### src/rtl/iso_pulse_pkg.sv
package iso_pulse_pkg;

    localparam int REG_AW = 2;

    localparam logic [REG_AW-1:0] ADDR_NEXT = 2'd0;
    localparam logic [REG_AW-1:0] ADDR_ILEN = 2'd1;
    localparam logic [REG_AW-1:0] ADDR_MASK = 2'd2;
    localparam logic [REG_AW-1:0] ADDR_STAT = 2'd3;

    typedef enum logic [0:0] {
        ST_IDLE  = 1'b0,
        ST_ARMED = 1'b1
    } arm_state_t;

endpackage

### src/rtl/iso_cfg_regs.sv
module iso_cfg_regs
    import iso_pulse_pkg::*;
#(
    parameter int DW = 32
) (
    input  logic              clk,
    input  logic              rst_n,
    input  logic              wr_en,
    input  logic [REG_AW-1:0] wr_addr,
    input  logic [DW-1:0]     wr_data,
    output logic [DW-1:0]     ilen_q,
    output logic              mask_q,
    output logic              ns_wr,
    output logic              clr_req
);

    // Next-start loads and status clears are decoded here;
    // the controller and the flag own the storage.
    always_comb begin
        ns_wr   = wr_en && (wr_addr == ADDR_NEXT);
        clr_req = wr_en && (wr_addr == ADDR_STAT) && wr_data[0];
    end

    always_ff @(posedge clk or negedge rst_n) begin
        if (!rst_n) begin
            ilen_q <= '0;
            mask_q <= 1'b1;
        end else if (wr_en) begin
            if (wr_addr == ADDR_ILEN) begin
                ilen_q <= wr_data;
            end
            if (wr_addr == ADDR_MASK) begin
                mask_q <= wr_data[0];
            end
        end
    end

endmodule

### src/rtl/iso_reach_cmp.sv
module iso_reach_cmp #(
    parameter int DW    = 32,
    parameter int SHIFT = 4
) (
    input  logic [DW-1:0] time_word,
    input  logic [DW-1:0] target,
    output logic          reached
);

    logic [DW-1:0] scaled;
    logic [DW-1:0] diff;

    generate
        if (SHIFT == 0) begin : g_noscale
            assign scaled = time_word;
        end else begin : g_scale
            assign scaled = {time_word[DW-SHIFT-1:0], {SHIFT{1'b0}}};
        end
    endgenerate

    // Modular distance; its sign bit tells whether target lies ahead.
    assign diff    = scaled - target;
    assign reached = ~diff[DW-1];

endmodule

### src/rtl/iso_arm_fsm.sv
module iso_arm_fsm
    import iso_pulse_pkg::*;
#(
    parameter int DW = 32
) (
    input  logic          clk,
    input  logic          rst_n,
    input  logic          ns_wr,
    input  logic [DW-1:0] ns_wr_data,
    input  logic [DW-1:0] ilen,
    input  logic          reached,
    output logic [DW-1:0] next_start_q,
    output logic          hit,
    output logic          tick_q
);

    arm_state_t    st_q;
    arm_state_t    st_nx;
    logic [DW-1:0] ns_nx;

    // State register
    always_ff @(posedge clk or negedge rst_n) begin
        if (!rst_n) begin
            st_q <= ST_IDLE;
        end else begin
            st_q <= st_nx;
        end
    end

    // Transitions and next values
    always_comb begin
        st_nx = st_q;
        ns_nx = next_start_q;
        hit   = 1'b0;
        unique case (st_q)
            ST_IDLE: begin
                if (ns_wr) begin
                    st_nx = ST_ARMED;          // arm
                    ns_nx = ns_wr_data;
                end
            end
            ST_ARMED: begin
                if (reached) begin
                    hit = 1'b1;
                    if (ilen == '0) begin
                        st_nx = ST_IDLE;       // finish
                    end else begin
                        ns_nx = next_start_q + ilen;  // advance
                    end
                end
                if (ns_wr) begin
                    st_nx = ST_ARMED;          // rearm, write wins
                    ns_nx = ns_wr_data;
                end
            end
            default: begin
                st_nx = ST_IDLE;
            end
        endcase
    end

    // Registered outputs
    always_ff @(posedge clk or negedge rst_n) begin
        if (!rst_n) begin
            next_start_q <= '0;
            tick_q       <= 1'b0;
        end else begin
            next_start_q <= ns_nx;
            tick_q       <= hit;
        end
    end

endmodule

### src/rtl/iso_pend_flag.sv
module iso_pend_flag (
    input  logic clk,
    input  logic rst_n,
    input  logic set_i,
    input  logic clr_i,
    input  logic mask_i,
    output logic pend_q,
    output logic irq
);

    always_ff @(posedge clk or negedge rst_n) begin
        if (!rst_n) begin
            pend_q <= 1'b0;
        end else if (set_i) begin
            pend_q <= 1'b1;
        end else if (clr_i) begin
            pend_q <= 1'b0;
        end
    end

    assign irq = pend_q & ~mask_i;

endmodule

### src/rtl/iso_pulse_gen.sv
module iso_pulse_gen
    import iso_pulse_pkg::*;
#(
    parameter int DW    = 32,
    parameter int SHIFT = 4
) (
    input  logic              clk,
    input  logic              rst_n,
    input  logic              wr_en,
    input  logic [REG_AW-1:0] wr_addr,
    input  logic [DW-1:0]     wr_data,
    input  logic [DW-1:0]     time_mid,
    output logic [DW-1:0]     next_start_o,
    output logic              tick_o,
    output logic              pending_o,
    output logic              irq_o
);

    logic [DW-1:0] ilen_w;
    logic          mask_w;
    logic          ns_wr_w;
    logic          clr_w;
    logic          reached_w;
    logic          hit_w;

    iso_cfg_regs #(.DW(DW)) u_regs (
        .clk     (clk),
        .rst_n   (rst_n),
        .wr_en   (wr_en),
        .wr_addr (wr_addr),
        .wr_data (wr_data),
        .ilen_q  (ilen_w),
        .mask_q  (mask_w),
        .ns_wr   (ns_wr_w),
        .clr_req (clr_w)
    );

    iso_reach_cmp #(.DW(DW), .SHIFT(SHIFT)) u_cmp (
        .time_word (time_mid),
        .target    (next_start_o),
        .reached   (reached_w)
    );

    iso_arm_fsm #(.DW(DW)) u_fsm (
        .clk          (clk),
        .rst_n        (rst_n),
        .ns_wr        (ns_wr_w),
        .ns_wr_data   (wr_data),
        .ilen         (ilen_w),
        .reached      (reached_w),
        .next_start_q (next_start_o),
        .hit          (hit_w),
        .tick_q       (tick_o)
    );

    iso_pend_flag u_flag (
        .clk    (clk),
        .rst_n  (rst_n),
        .set_i  (hit_w),
        .clr_i  (clr_w),
        .mask_i (mask_w),
        .pend_q (pending_o),
        .irq    (irq_o)
    );

endmodule

### config.mk
export PLATFORM = sky130hd
export DESIGN_NAME = iso_pulse_gen
export DESIGN_NICKNAME = d
export VERILOG_FILES = /design/src/rtl/iso_pulse_pkg.sv /design/src/rtl/iso_cfg_regs.sv /design/src/rtl/iso_reach_cmp.sv /design/src/rtl/iso_arm_fsm.sv /design/src/rtl/iso_pend_flag.sv /design/src/rtl/iso_pulse_gen.sv
export SDC_FILE = /design/constraint.sdc
export NUM_CORES = 1
export LEC_CHECK = 0
export BUFFER_PORTS_ARGS = -buffer_cell sky130_fd_sc_hd__buf_4
export CAP_MARGIN = 30
export CELL_PAD_IN_SITES_DETAIL_PLACEMENT = 1
export CELL_PAD_IN_SITES_GLOBAL_PLACEMENT = 1
export CORE_UTILIZATION = 46
export CTS_CLUSTER_DIAMETER = 150
export DETAILED_ROUTE_END_ITERATION = 8
export MAX_ROUTING_LAYER = met4
export PLACE_DENSITY_LB_ADDON = 0.05
export SYNTH_ARGS = -nofsm -noshare
export SYNTH_HDL_FRONTEND = slang
export SYNTH_SLANG_ARGS = --single-unit
export TNS_END_PERCENT = 20
### constraint.sdc
create_clock -name clk -period 6.48 [get_ports clk]
set_input_delay 1.62 -clock clk [delete_from_list [all_inputs] [get_ports clk]]
set_output_delay 1.62 -clock clk [all_outputs]
set_load 0.005 [all_outputs]
==> results.toml <==
[clocking]
post_cts_buffers = 0
clock_sinks = 68
cts_resized = 0
cts_tree = "built"
ctsHtreeMaxLevel = 3
ctsRootBufferMaster = "clkbuf_16"
cts_buffers = 9
clkLatencyLatePin_ns = 0.34
hold_buffers = 0
cts_buffer_depth = 2
cts.clk_slew.worst_paths_ns = 0.06

[routing]
antenna_left = 0
wl_per_cell_microns = 19.6
dr.pass1.iters = 4
dr_total_vias = 4792
drc = 0
totalWireLength_mm = 15.8
drtIter0Drc = 150
via_per_inst = 5.94

[placement]
dp.cells = 792
hpwl_mm = 12.2
gp_congestion = 0.878
numPortBuffers = 99
place_ws_ns = 1.51

[logic_synthesis]
seq_area_frac_synth_pct = 32.8
syn_area_sq_um = 5190
syn-num-nets = 698
yosys_warnings = 0
syn-instance-count = 570
yosys.area.top_type = "dfrtp_1"
ys.flop_type = "dfrtp_1"
synthArstFlopShare_pct = 100
synth_top_area_share_pct = 32.3
synth_enable_flop_cells = 0
synth.distinct_cells = 59
synthTopCellsByArea = "dfrtp_1 32%, ha_1 14%, mux2_2 7.4%, a21oi_1 5.6%, nand2_1 3.0%"
synth_area_per_cell_sq_um = 9.10
synth-seq-cells = 68

[timing]
tns_ns = 0
fmax_mhz = 219
max_slew_margin_pct = 37.0
finalMaxSlewViolations = 0
rsz0062_at_grt = "no"
max_slew.worst_pin.slew_ns = 0.945
min_period_ns = 4.57
timing.hold.ws_ns = 0.510
finClkSkew_ns = 0.00528
setup-violations-final = 0
finalCritPeriodShare_pct = 70.5
hold_violations = 0
worst_slack_ns = 1.91

[setup_path]
crit_arrival_ns = 4.79
startpoint_type = "primary input"
critPathRequiredTime_ns = 6.70
path_cells = "buf_4 -> ha_1 -> a211o_1 -> a31oi_1 -> o211ai_1 -> a211o_1 -> a21oi_2 -> xnor2_1 -> o31a_2 -> buf_4 -> mux2_4"
path_max_fanout = 29
cp-end-kind = "flip-flop"
crit_slowest_cell = "o31a_2"
crit_type = "in -> reg"
cpPeakStageDelay_ns = 0.48

[job]
maxCapViolCount = 0

[power]
pwr-share-comb_pct = 64.3
power_mw = 3.40
internal_power_mw = 1.82
pwr-share-clk_pct = 13.6
switching_share_pct = 46.3
ir_drop_v = 0.000234
p_leak_nw = 3.01
p_per_area_nw_per_um2 = 539
p_switching_mw = 1.58
pwr-share-seq_pct = 22.1

[floorplan]
ios = 104
die_w_microns = 108
initial_core_util_pct = 47.4
coreArea_sq_um = 10900
dieArea_sq_um = 11700
die_h_microns = 108
rows = 38

[finish]
fin_nets = 791
area_growth_pct = 21.5
diodes = 0
drive_gt1_share_pct = 24.0
final_cells = 807
fillers = 1315

[grt]
track_usage_pct = 29.2
grt_pass1_wl_mm = 25.3
grt_max_degree = 69
grt_pass1_vias = 5074
globalRoute.totalOverflow = 0
antenna_found_initial = 0

[min_path]
hold_path.class = "reg -> reg"

[status]
outcome = "finished, final reports clean"
==> synth_stat cells (2+ instances only) <==
cell	number
dfrtp_1	67
a21oi_1	58
ha_1	58
nand2_1	42
inv_1	38
nor2_1	37
mux2_2	34
o21ai_0	30
xnor2_1	18
a211oi_1	16
a21o_1	15
clkbuf_1	14
nor4_1	13
a31oi_1	10
nand3_1	10
nor3_1	9
nand4_1	8
xor2_1	8
mux2i_1	7
o211ai_1	5
o31ai_1	5
nand3b_1	4
nor2b_1	4
o21bai_1	4
a22oi_1	3
and3_1	3
buf_2	3
buf_6	3
mux2_4	3
nor3b_1	3
o21a_1	3
a2111oi_0	2
a211o_1	2
a221o_1	2
and4_1	2
nand2b_1	2
nor4b_1	2
o22ai_1	2
==> logic make-up (layout without fill, tap and decap cells) <==
kind of cell / count (synthesis) / after routing / share of synthesized area [%]
buffers and inverters: 61 / 158 / 4.99
flip-flops: 68 / 68 / 32.8
adder cells (fa/ha/maj): 59 / 59 / 14.4
XOR/XNOR: 26 / 26 / 4.39
AO/OA/AOI/OAI: 167 / 167 / 20.0
AND/OR/NAND/NOR: 145 / 145 / 13.8
multiplexers: 44 / 44 / 9.60
==> metrics by stage <==
step,cell area [sq um],utilization [%]
finish,6300,57.6
global route,6300,57.6
CTS,6300,57.6
detailed placement,6030,55.1
global placement,6030,55.1
floorplan,5190,-
==> final timing paths <==
kind | from | end | slack, ns | cells after the start
worst max-delay path | time_mid[1] | u_fsm.next_start_q[3] | 1.91 | 11
worst min-delay path | u_flag.pend_q | u_flag.pend_q | 0.51 | 1
worst max register to register | u_fsm.next_start_q[0] | u_fsm.next_start_q[26] | 2.65 | 11
worst min register to register | u_flag.pend_q | u_flag.pend_q | 0.51 | 1
max in group asynchronous | rst_n | u_fsm.next_start_q[27] | 4.44 | 1
min in group asynchronous | rst_n | u_fsm.next_start_q[12] | 1.43 | 1
==> power by group through the flow <==
stage	clock network (mW)	registers [mW]	logic, mW
detailed placement	0	0.757	2.17
finish	0.462	0.753	2.18
CTS	0.469	0.753	2.19
floorplan	0	0.715	1.55
global route	0.484	0.769	2.43
global placement	0	0.748	2.06
==> layout by cell type (no fill, tap or decap), types with 5 or more instances in the layout <==
master and count:
buf_4 104, dfrtp_1 67, a21oi_1 58, ha_1 58, nand2_1 42, inv_1 38
nor2_1 37, mux2_2 34, o21ai_0 30, xnor2_1 18, a211oi_1 16, a21o_1 15
nor4_1 13, a31oi_1 10, nand3_1 10, nor3_1 9, clkbuf_16 9, nand4_1 8
xor2_1 8, mux2i_1 7, o211ai_1 5, o31ai_1 5
==> registers in the layout (all words and copies together) (netlist names) <==
name and cells:
u_fsm.next_start_q 32, u_regs.ilen_q 32, u_flag.pend_q 1, u_fsm.st_q 1
u_fsm.tick_q 1, u_regs.mask_q 1
==> layer usage <==
metal | up-vias | share of wire [%] | global-route usage (%)
met1 | 2390 | 44 | 34.7
li1 | 2281 | - | -
met2 | 96 | 50 | 49.7
met4 | 0 | 2.0 | 10.4
met3 | 25 | 4.2 | 4.64
met5 | - | 0 | -
==> final cells by class <==
type	instances	area, sq um	share of cell area [%]
clock inverters	2	10.0	0.159
well taps	140	175	2.78
flip-flops and latches	68	1700	27.0
repair buffers	104	781	12.4
multi-input cells	441	3230	51.2
clock buffers	13	260	4.13
inverters	39	146	2.32
==> critical path: cells and delay by family <==
kind            cells  cell delay [ns]
xor+xnor            1             0.18
fa+ha+maj           1             0.31
buf+inv             2             0.51
compound gates      6             1.84
mux                 1             0.33
Power figures use the tool's default switching activity.
